`src/rtl/fsc_pkg.sv`:
```
package fsc_pkg;

  // number of pipeline stages, fetch included; the RW stage is the last
  localparam int STAGES = 4;

  typedef struct packed {
    logic fetchGo;       // fetch proceeds and the PC advances
    logic portToRw;      // memory port belongs to the result-write stage
    logic holdPc;        // PC keeps its value
    logic injectBubble;  // an empty slot enters decode
  } strobe_t;

endpackage

```
`src/rtl/fsc_control.sv`:
```
module fsc_control
  import fsc_pkg::*;
(
  input  logic    clk,
  input  logic    rstN,
  input  logic    rwValid,
  input  logic    rwIsStore,
  output strobe_t strb
);

  logic rwWantsMem;

  assign rwWantsMem = rwValid & rwIsStore;

  always_comb begin
    strb.portToRw     = rwWantsMem;
    strb.fetchGo      = ~rwWantsMem;
    strb.holdPc       = rwWantsMem;
    strb.injectBubble = rwWantsMem;
  end


  port_excl_chk: assert property (@(posedge clk) disable iff (!rstN)
    !(strb.portToRw && strb.fetchGo));


  plain_rw_no_block_chk: assert property (@(posedge clk) disable iff (!rstN)
    (rwValid && !rwIsStore) |-> strb.fetchGo);

endmodule

```
`src/rtl/fsc_datapath.sv`:
```
module fsc_datapath
  import fsc_pkg::*;
#(
  parameter int PC_W    = 16,
  parameter int CNT_W   = 8,
  parameter int PC_STEP = 4
) (
  input  logic             clk,
  input  logic             rstN,
  input  strobe_t          strb,
  input  logic             fetchIsStore,
  output logic [PC_W-1:0]  pc,
  output logic [CNT_W-1:0] stallCnt,
  output logic             idValid,
  output logic             ieValid,
  output logic             rwValid,
  output logic             rwIsStore
);

  localparam int LAST = STAGES - 1;
  localparam logic [PC_W-1:0]  STEP    = PC_W'(PC_STEP);
  localparam logic [CNT_W-1:0] CNT_MAX = {CNT_W{1'b1}};

  // index 1 = ID, 2 = IE, LAST = RW
  logic [LAST:1] vld;
  logic [LAST:1] sto;

  always_ff @(posedge clk) begin
    if (!rstN) begin
      vld[1] <= 1'b0;
      sto[1] <= 1'b0;
    end else begin
      vld[1] <= strb.fetchGo;
      sto[1] <= strb.fetchGo & fetchIsStore;
    end
  end

  for (genvar k = 2; k <= LAST; k++) begin : g_stage
    always_ff @(posedge clk) begin
      if (!rstN) begin
        vld[k] <= 1'b0;
        sto[k] <= 1'b0;
      end else begin
        vld[k] <= vld[k-1];
        sto[k] <= sto[k-1];
      end
    end
  end

  always_ff @(posedge clk) begin
    if (!rstN) begin
      pc <= '0;
    end else if (!strb.holdPc) begin
      pc <= pc + STEP;
    end
  end

  always_ff @(posedge clk) begin
    if (!rstN) begin
      stallCnt <= '0;
    end else if (strb.holdPc && stallCnt != CNT_MAX) begin
      stallCnt <= stallCnt + 1'b1;
    end
  end

  assign idValid   = vld[1];
  assign ieValid   = vld[2];
  assign rwValid   = vld[LAST];
  assign rwIsStore = sto[LAST];


  pc_hold_chk: assert property (@(posedge clk) disable iff (!rstN)
    strb.holdPc |=> $stable(pc));


  pc_step_chk: assert property (@(posedge clk) disable iff (!rstN)
    strb.fetchGo |=> pc == $past(pc) + STEP);


  bubble_chk: assert property (@(posedge clk) disable iff (!rstN)
    strb.injectBubble |=> !idValid);


  advance_chk: assert property (@(posedge clk) disable iff (!rstN)
    1'b1 |=> (rwValid == $past(ieValid)));


  cnt_inc_chk: assert property (@(posedge clk) disable iff (!rstN)
    (strb.holdPc && stallCnt != CNT_MAX) |=> stallCnt == $past(stallCnt) + 1'b1);


  cnt_still_chk: assert property (@(posedge clk) disable iff (!rstN)
    strb.fetchGo |=> $stable(stallCnt));

endmodule

```
`src/rtl/fetch_stall_ctrl.sv`:
```
module fetch_stall_ctrl
  import fsc_pkg::*;
#(
  parameter int PC_W    = 16,
  parameter int CNT_W   = 8,
  parameter int PC_STEP = 4
) (
  input  logic             clk,
  input  logic             rstN,
  input  logic             fetchIsStore,
  output logic             memSelRw,
  output logic             fetchEn,
  output logic             pcHold,
  output logic             idBubble,
  output logic [PC_W-1:0]  pc,
  output logic             idValid,
  output logic             ieValid,
  output logic             rwValid,
  output logic             rwIsStore,
  output logic [CNT_W-1:0] stallCnt
);

  strobe_t strb;

  fsc_control u_ctrl (
    .clk       (clk),
    .rstN      (rstN),
    .rwValid   (rwValid),
    .rwIsStore (rwIsStore),
    .strb      (strb)
  );

  fsc_datapath #(
    .PC_W    (PC_W),
    .CNT_W   (CNT_W),
    .PC_STEP (PC_STEP)
  ) u_dp (
    .clk          (clk),
    .rstN         (rstN),
    .strb         (strb),
    .fetchIsStore (fetchIsStore),
    .pc           (pc),
    .stallCnt     (stallCnt),
    .idValid      (idValid),
    .ieValid      (ieValid),
    .rwValid      (rwValid),
    .rwIsStore    (rwIsStore)
  );

  assign memSelRw = strb.portToRw;
  assign fetchEn  = strb.fetchGo;
  assign pcHold   = strb.holdPc;
  assign idBubble = strb.injectBubble;

endmodule

```
`config.mk`:
```
export PLATFORM = sky130hd
export DESIGN_NAME = fetch_stall_ctrl
export DESIGN_NICKNAME = d
export VERILOG_FILES = /design/src/rtl/fsc_pkg.sv /design/src/rtl/fsc_control.sv /design/src/rtl/fsc_datapath.sv /design/src/rtl/fetch_stall_ctrl.sv
export SDC_FILE = /design/constraint.sdc
export NUM_CORES = 1
export LEC_CHECK = 0
export BUFFER_PORTS_ARGS = -buffer_cell sky130_fd_sc_hd__buf_2
export CORE_MARGIN = 2
export CORE_UTILIZATION = 45
export DETAILED_ROUTE_END_ITERATION = 6
export PLACE_DENSITY = 0.8
export SETUP_SLACK_MARGIN = 0.02
export SLEW_MARGIN = 20
export SYNTH_ARGS = -nofsm -noshare
export SYNTH_HDL_FRONTEND = slang
export SYNTH_SLANG_ARGS = --single-unit
```
`constraint.sdc`:
```
create_clock -name clk -period 1.6 [get_ports clk]
set_clock_uncertainty 0.05 [all_clocks]
set_input_delay 0.16 -clock clk [delete_from_list [all_inputs] [get_ports clk]]
set_output_delay 0.16 -clock clk [all_outputs]
set_load 0.01 [all_outputs]
```
# Word-level counts from Yosys, hierarchy flattened
# Cells that the tools add are included.
[word_totals] elab_cells=15 output_inout_bits=32 ff_bits=30 inputBits=3
[classes] n_reduce_logical=1 bitwise_logic=3 eq_ne=1 n_addsub=2
[op_table] op="$add 16x3->16 const B" count=1
[op_table] op="$add 8x1->8 const B" count=1
[op_table] op="$ne 8x8->1 const B" count=1
[op_table] op="$and 1x1->1" count=2
[op_table] op="$logic_and 1x1->1" count=1
[op_table] op="$not 1->1" count=1

# Logic depth before layout (Yosys ltp)
[logic_depth] word_depth=3 ltp_mapped=5

# Cells and area by module
# From an unflattened synthesis, not the netlist that was laid out.
[unflattened] cells_unflattened=141 area_unflattened_um2=1290.0
[modules_own_cells] mod="fsc_datapath" area_each_um2=1257.5 n_inst=1 seq_area_each_um2=560.5 cells_per_inst=136
[modules_own_cells] mod="fsc_control" area_each_um2=32.5 n_inst=1 seq_area_each_um2=0.0 cells_per_inst=5

# Least setup slack after synthesis
# Ideal clock, no wire load.
[synth_timing] path_kind="register -> register" from="register u_dp.pc[2]" to="register u_dp.pc[8]" path_buffers=0 path_slack_ns=0.067 required_ns=1.422 t_arrival_ns=1.355 path_stages_with_launch=6 cell_sequence="dfxtp_1 > ha_1 > a21bo_2 > or3_1 > xor2_1 > nor2_1"
[synth_via] elab_chain_cells=1
[synth_rtl] element="from (decl)" line_no="fsc_datapath.sv:12" source="output logic [PC_W-1:0] pc,"
[synth_rtl] element="from (signal assigned)" line_no="fsc_datapath.sv:54" source="pc <= pc + STEP;"
[synth_rtl] element="$add 16x3->16" line_no="fsc_datapath.sv:54"
# No other way between the ends.
# A chain may end at the register's enable or synchronous reset.

# Worst setup path in the final report
# Ends and elaborated chain as after synthesis.

==> results <==
- Across every metal layer, demand over resource in global routing totals 17.14%.
- The number of antenna repair diodes is 0.
- sky130_fd_sc_hd__dfxtp_1 takes more of the synthesized area than any other cell.
- STA classifies the critical path startpoint as a register.
- In the final layout, the share of cells above drive strength 1 is 32.39%.
- The buffer type at the clock tree root is sky130_fd_sc_hd__clkbuf_4.
- The worst setup path is captured at a register.
- Of all nets on the critical path, the largest fanout is 5.
- Yosys attributes the largest share of cell area to sky130_fd_sc_hd__dfxtp_1 (46%), sky130_fd_sc_hd__nor2_1 (5.3%), sky130_fd_sc_hd__xnor2_1 (5.1%).
- In this run the count of I/O pins placed on the die edge is 35.
- In the final routed layout, each cell accounts on average for 12.36 microns.
- The ratio of total power to cell area is 713.9 mW/mm^2.
- The wire length of the first global-routing pass is 4333 microns.
- The commonest cells after synthesis are sky130_fd_sc_hd__dfxtp_1 (28), sky130_fd_sc_hd__nor2_1 (17), sky130_fd_sc_hd__nand2_1 (15), sky130_fd_sc_hd__nand3_1 (8), sky130_fd_sc_hd__xnor2_1 (7).
- Buffers placed on the I/O ports in this run total 32.
- For the worst flop-to-flop path, the logic depth is 5.
- The pre-antenna-repair detailed-routing pass consisted of 4 iterations.
- The die extent in x is 55.83 microns.
- The area taken by flip-flops and latches is 563.0 sq um.
- The Yosys step of the flow raised 0 warnings.
- For this run, the leading register cell type out of synthesis is sky130_fd_sc_hd__dfxtp_1.
- Using the TritonRoute via totals, the vias-per-cell ratio works out to 5.243.
- Synthesis handed over a netlist of 136 instances.
- The hold violation count in the final report was 0.
- The final critical path time including I/O delays and setup is 1.511 ns.
- The maximum number of pins on one net before global-route repair is 18.
- Derived from the worst setup path, the maximum achievable clock frequency is 661.6 MHz.
- Measured against its own limit, the worst slew margin works out to 65.20%.
- The clock slew at the register clock pins of the worst setup and hold paths is 0.14 ns.
- The type of the tightest min-delay check is in -> reg.
- The filler cell count is 246.
- The maximum vdd drop is 481.7 uV.
- The signal on the critical path passes through ha_2 > a21bo_4 > or3_1 > xor2_1 > nor2_1.
- Summing every instance area after synthesis gives 0.001209 sq mm.
- Dividing the final minimum period by the clock period gives 94.47%.
- Along the worst hold path, the cell count comes to 2.
- The region available for standard cell placement spans 0.002522 sq mm.
- The most numerous cell in the Yosys netlist is sky130_fd_sc_hd__dfxtp_1.
- The transition time of the tightest slew-check pin is 0.5214 ns.
- The share of flip-flops with an asynchronous set or reset after synthesis is 0%.
- In this run the post-CTS setup repair buffer count came out at 0.
- Detailed placement ended at an HPWL of 1968 microns.
- The number of buffers created by CTS is 3.
- TritonCTS built the clock tree.
- Setup repair after global routing could not meet its margin everywhere.
- The top cell type's share of synthesized area is 46.38%.
- The mux cell area share after synthesis is 2.484%.
- The later pin in the worst-skew pair is clocked with a latency of 0.31 ns.
- The overall overflow remaining after global route is 0.
- The start point of the worst min-delay path is fetchIsStore.
- After detailed routing, the number of remaining DRC violations is 0.
- Setup violations remaining at the end of the flow were counted as 0.
- Measured along the y axis, the die boundary spans 55.83 microns.
- At the end of the flow, the number of nets in the layout was 183.
- Data on the critical path is required at its endpoint by 1.75 ns.
- The die covers 0.003116 sq mm.
- Relative to the synthesized area, the layout overhead comes to 23.40%.
- The final route contains 1080 vias.
- The number of H-tree levels is 1.
- In the final timing run, aggregate negative setup slack is 0 ns.
- The average size of a mapped cell is 8.887 sq um.
- The share of the synthesized netlist area taken by xor and xnor gates is 7.971%.
- The longest clock path from root to sink contains 2 buffers.
- In this run the remaining antenna-violating nets after routing total 0.
- The count of cell types in the netlist is 34.
- The wire length after detailed routing is 2547 microns.
- The initial core utilization is 47.92%.
- The worst stage delay on the critical path is 0.36 ns.
- The proportion of synthesized chip area in sequential cells is 46.38%.
- In this run the worst setup path begins at u_dp.pc[2]$_SDFFE_PN0N_.
- The max-slew violation count is 0.
- The tree built by TritonCTS fans out to 28 sinks.
- Data on the critical path arrives at its endpoint at 1.66 ns.
- The startpoint-to-endpoint class of the critical path is reg -> reg.
- The number of max-cap violations is 0.
- The run finished with clean final reports.
- The via count of the first global-routing pass is 1042.
- The simple-gate portion of the synthesized area is 29.19%.
- The count of routing violations after the opening detailed-route iteration is 14.
- The tightest hold path in the finished design has a slack of 0.01673 ns.
- The number of antenna violations at the first check in global routing was 0.
- Yosys mapped a number of flops with a built-in enable equal to 0.
- Summing the areas of all compound-gate instances in the mapped netlist gives 7.246% of the synthesized area.
- After synthesis, the largest family of logic cells by area is simple AND/OR/NAND/NOR gates.
- The slowest cell on the critical path is sky130_fd_sc_hd__or3_1.
- Summing all multi-input logic gate instances after layout gives 618.1 sq um.
- The congestion estimate from routability-driven global placement came to 0.8885.
- The adder and majority cell fraction of the synthesized area is 2.070%.
- After floorplanning, the core was divided into 18 placement rows.
- The startpoint identified for the worst register-to-register timing path is u_dp.pc[2]$_SDFFE_PN0N_.
- For this design the static power due to leakage is 0.6923 nW.
- The total of flip-flops plus latches after synthesis is 28.
==> metrics by stage <==
step	util [%]	std cells	area, sq um	worst slack, ns	power, mW
global placement	57.39	203	1448	0.1634	0.8034
CTS	58.28	206	1470	0.06535	1.079
global route	59.13	206	1491	0.008897	1.109
finish	59.13	206	1491	0.08853	1.065
floorplan	-	137	1212	0.06702	0.7791
detailed placement	57.39	203	1448	0.07911	0.8076
==> timing repair <==
action | CTS | global route
endpoints found under the hold margin | 0 | 0
resized for setup | 0 | 7
hold buffers | 0 | 0
endpoints found under the setup margin | 0 | 4
==> worst paths after layout <==
| check | slack, ns | to |
|---|---|---|
| worst max-delay path | 0.09 | u_dp.pc[8]$_SDFFE_PN0N_ |
| worst max register to register | 0.09 | u_dp.pc[8]$_SDFFE_PN0N_ |
| worst min register to register | 0.40 | u_dp.rwIsStore$_SDFF_PN0_ |
| worst min-delay path | 0.02 | u_dp.sto[1]$_SDFF_PN0_ |
==> flip-flops by register name (all words and copies together) (netlist names) <==
name,cells
u_dp.sto,2
u_dp.rwIsStore,1
u_dp.pc,14
u_dp.stallCnt,8
u_dp.ieValid,1
u_dp.rwValid,1
u_dp.idValid,1
==> metal layers <==
layer / track usage (%) / wire length (microns)
met2: 30.10 / 1249
met5: 0 / 0
met4: 6.122 / 14
met1: 21.10 / 1140
met3: 2.791 / 143
==> critical path: cells and delay by family, from the launching register on <==
kind | cells | cell delay [ns]
AO/OA/AOI/OAI | 1 | 0.24
XOR/XNOR | 1 | 0.16
adder cells (fa/ha/maj) | 1 | 0.17
flip-flops | 1 | 0.35
AND/OR/NAND/NOR | 2 | 0.42
==> logic make-up (layout without fill, tap and decap cells) <==
| logic type | Yosys count | count (layout) |
|---|---|---|
| simple gates | 67 | 67 |
| flops | 28 | 28 |
| compound gates | 14 | 14 |
| xor+xnor | 11 | 11 |
| buf+inv | 10 | 49 |
| mux | 3 | 3 |
| fa+ha+maj | 2 | 2 |
| other cells | 1 | 2 |
==> cells in the final DEF, fill, tap and decap left out, types with 2 or more instances in the layout <==
cell | Yosys | layout
sky130_fd_sc_hd__nor2_1 | 17 | 17
sky130_fd_sc_hd__nand2b_1 | 3 | 3
sky130_fd_sc_hd__nor3_1 | 3 | 3
sky130_fd_sc_hd__nand3b_1 | 2 | 2
sky130_fd_sc_hd__dfxtp_1 | 28 | 26
sky130_fd_sc_hd__nand2_1 | 15 | 15
sky130_fd_sc_hd__and3_1 | 4 | 4
sky130_fd_sc_hd__xnor2_1 | 7 | 7
sky130_fd_sc_hd__buf_2 | 0 | 32
sky130_fd_sc_hd__xor2_1 | 4 | 4
sky130_fd_sc_hd__a31oi_1 | 3 | 3
sky130_fd_sc_hd__mux2i_1 | 3 | 3
sky130_fd_sc_hd__nand3_1 | 8 | 8
sky130_fd_sc_hd__and2_1 | 4 | 4
sky130_fd_sc_hd__a21oi_1 | 2 | 2
sky130_fd_sc_hd__inv_1 | 3 | 3
sky130_fd_sc_hd__nand4_1 | 2 | 2
sky130_fd_sc_hd__o21ai_0 | 5 | 4
sky130_fd_sc_hd__conb_1 | 1 | 2
sky130_fd_sc_hd__clkbuf_4 | 0 | 3
sky130_fd_sc_hd__dfxtp_2 | 0 | 2
sky130_fd_sc_hd__buf_4 | 4 | 10
==> power by group <==
| part | internal [mW] | switching, mW |
|---|---|---|
| combinational | 0.0315 | 0.0414 |
| sequential | 0.712 | 0.00996 |
| clock | 0.0879 | 0.182 |
| total | 0.831 | 0.233 |
==> cell type report <==
| type | count | share of cell area [%] |
|---|---|---|
| flip-flops and latches | 28 | 37.75 |
| well taps | 30 | 2.517 |
| repair buffers | 42 | 15.77 |
| clock buffers | 3 | 1.510 |
| inverters | 4 | 1.007 |
| multi-input cells | 99 | 41.44 |
Note: power is estimated with default switching activity, not from simulation.
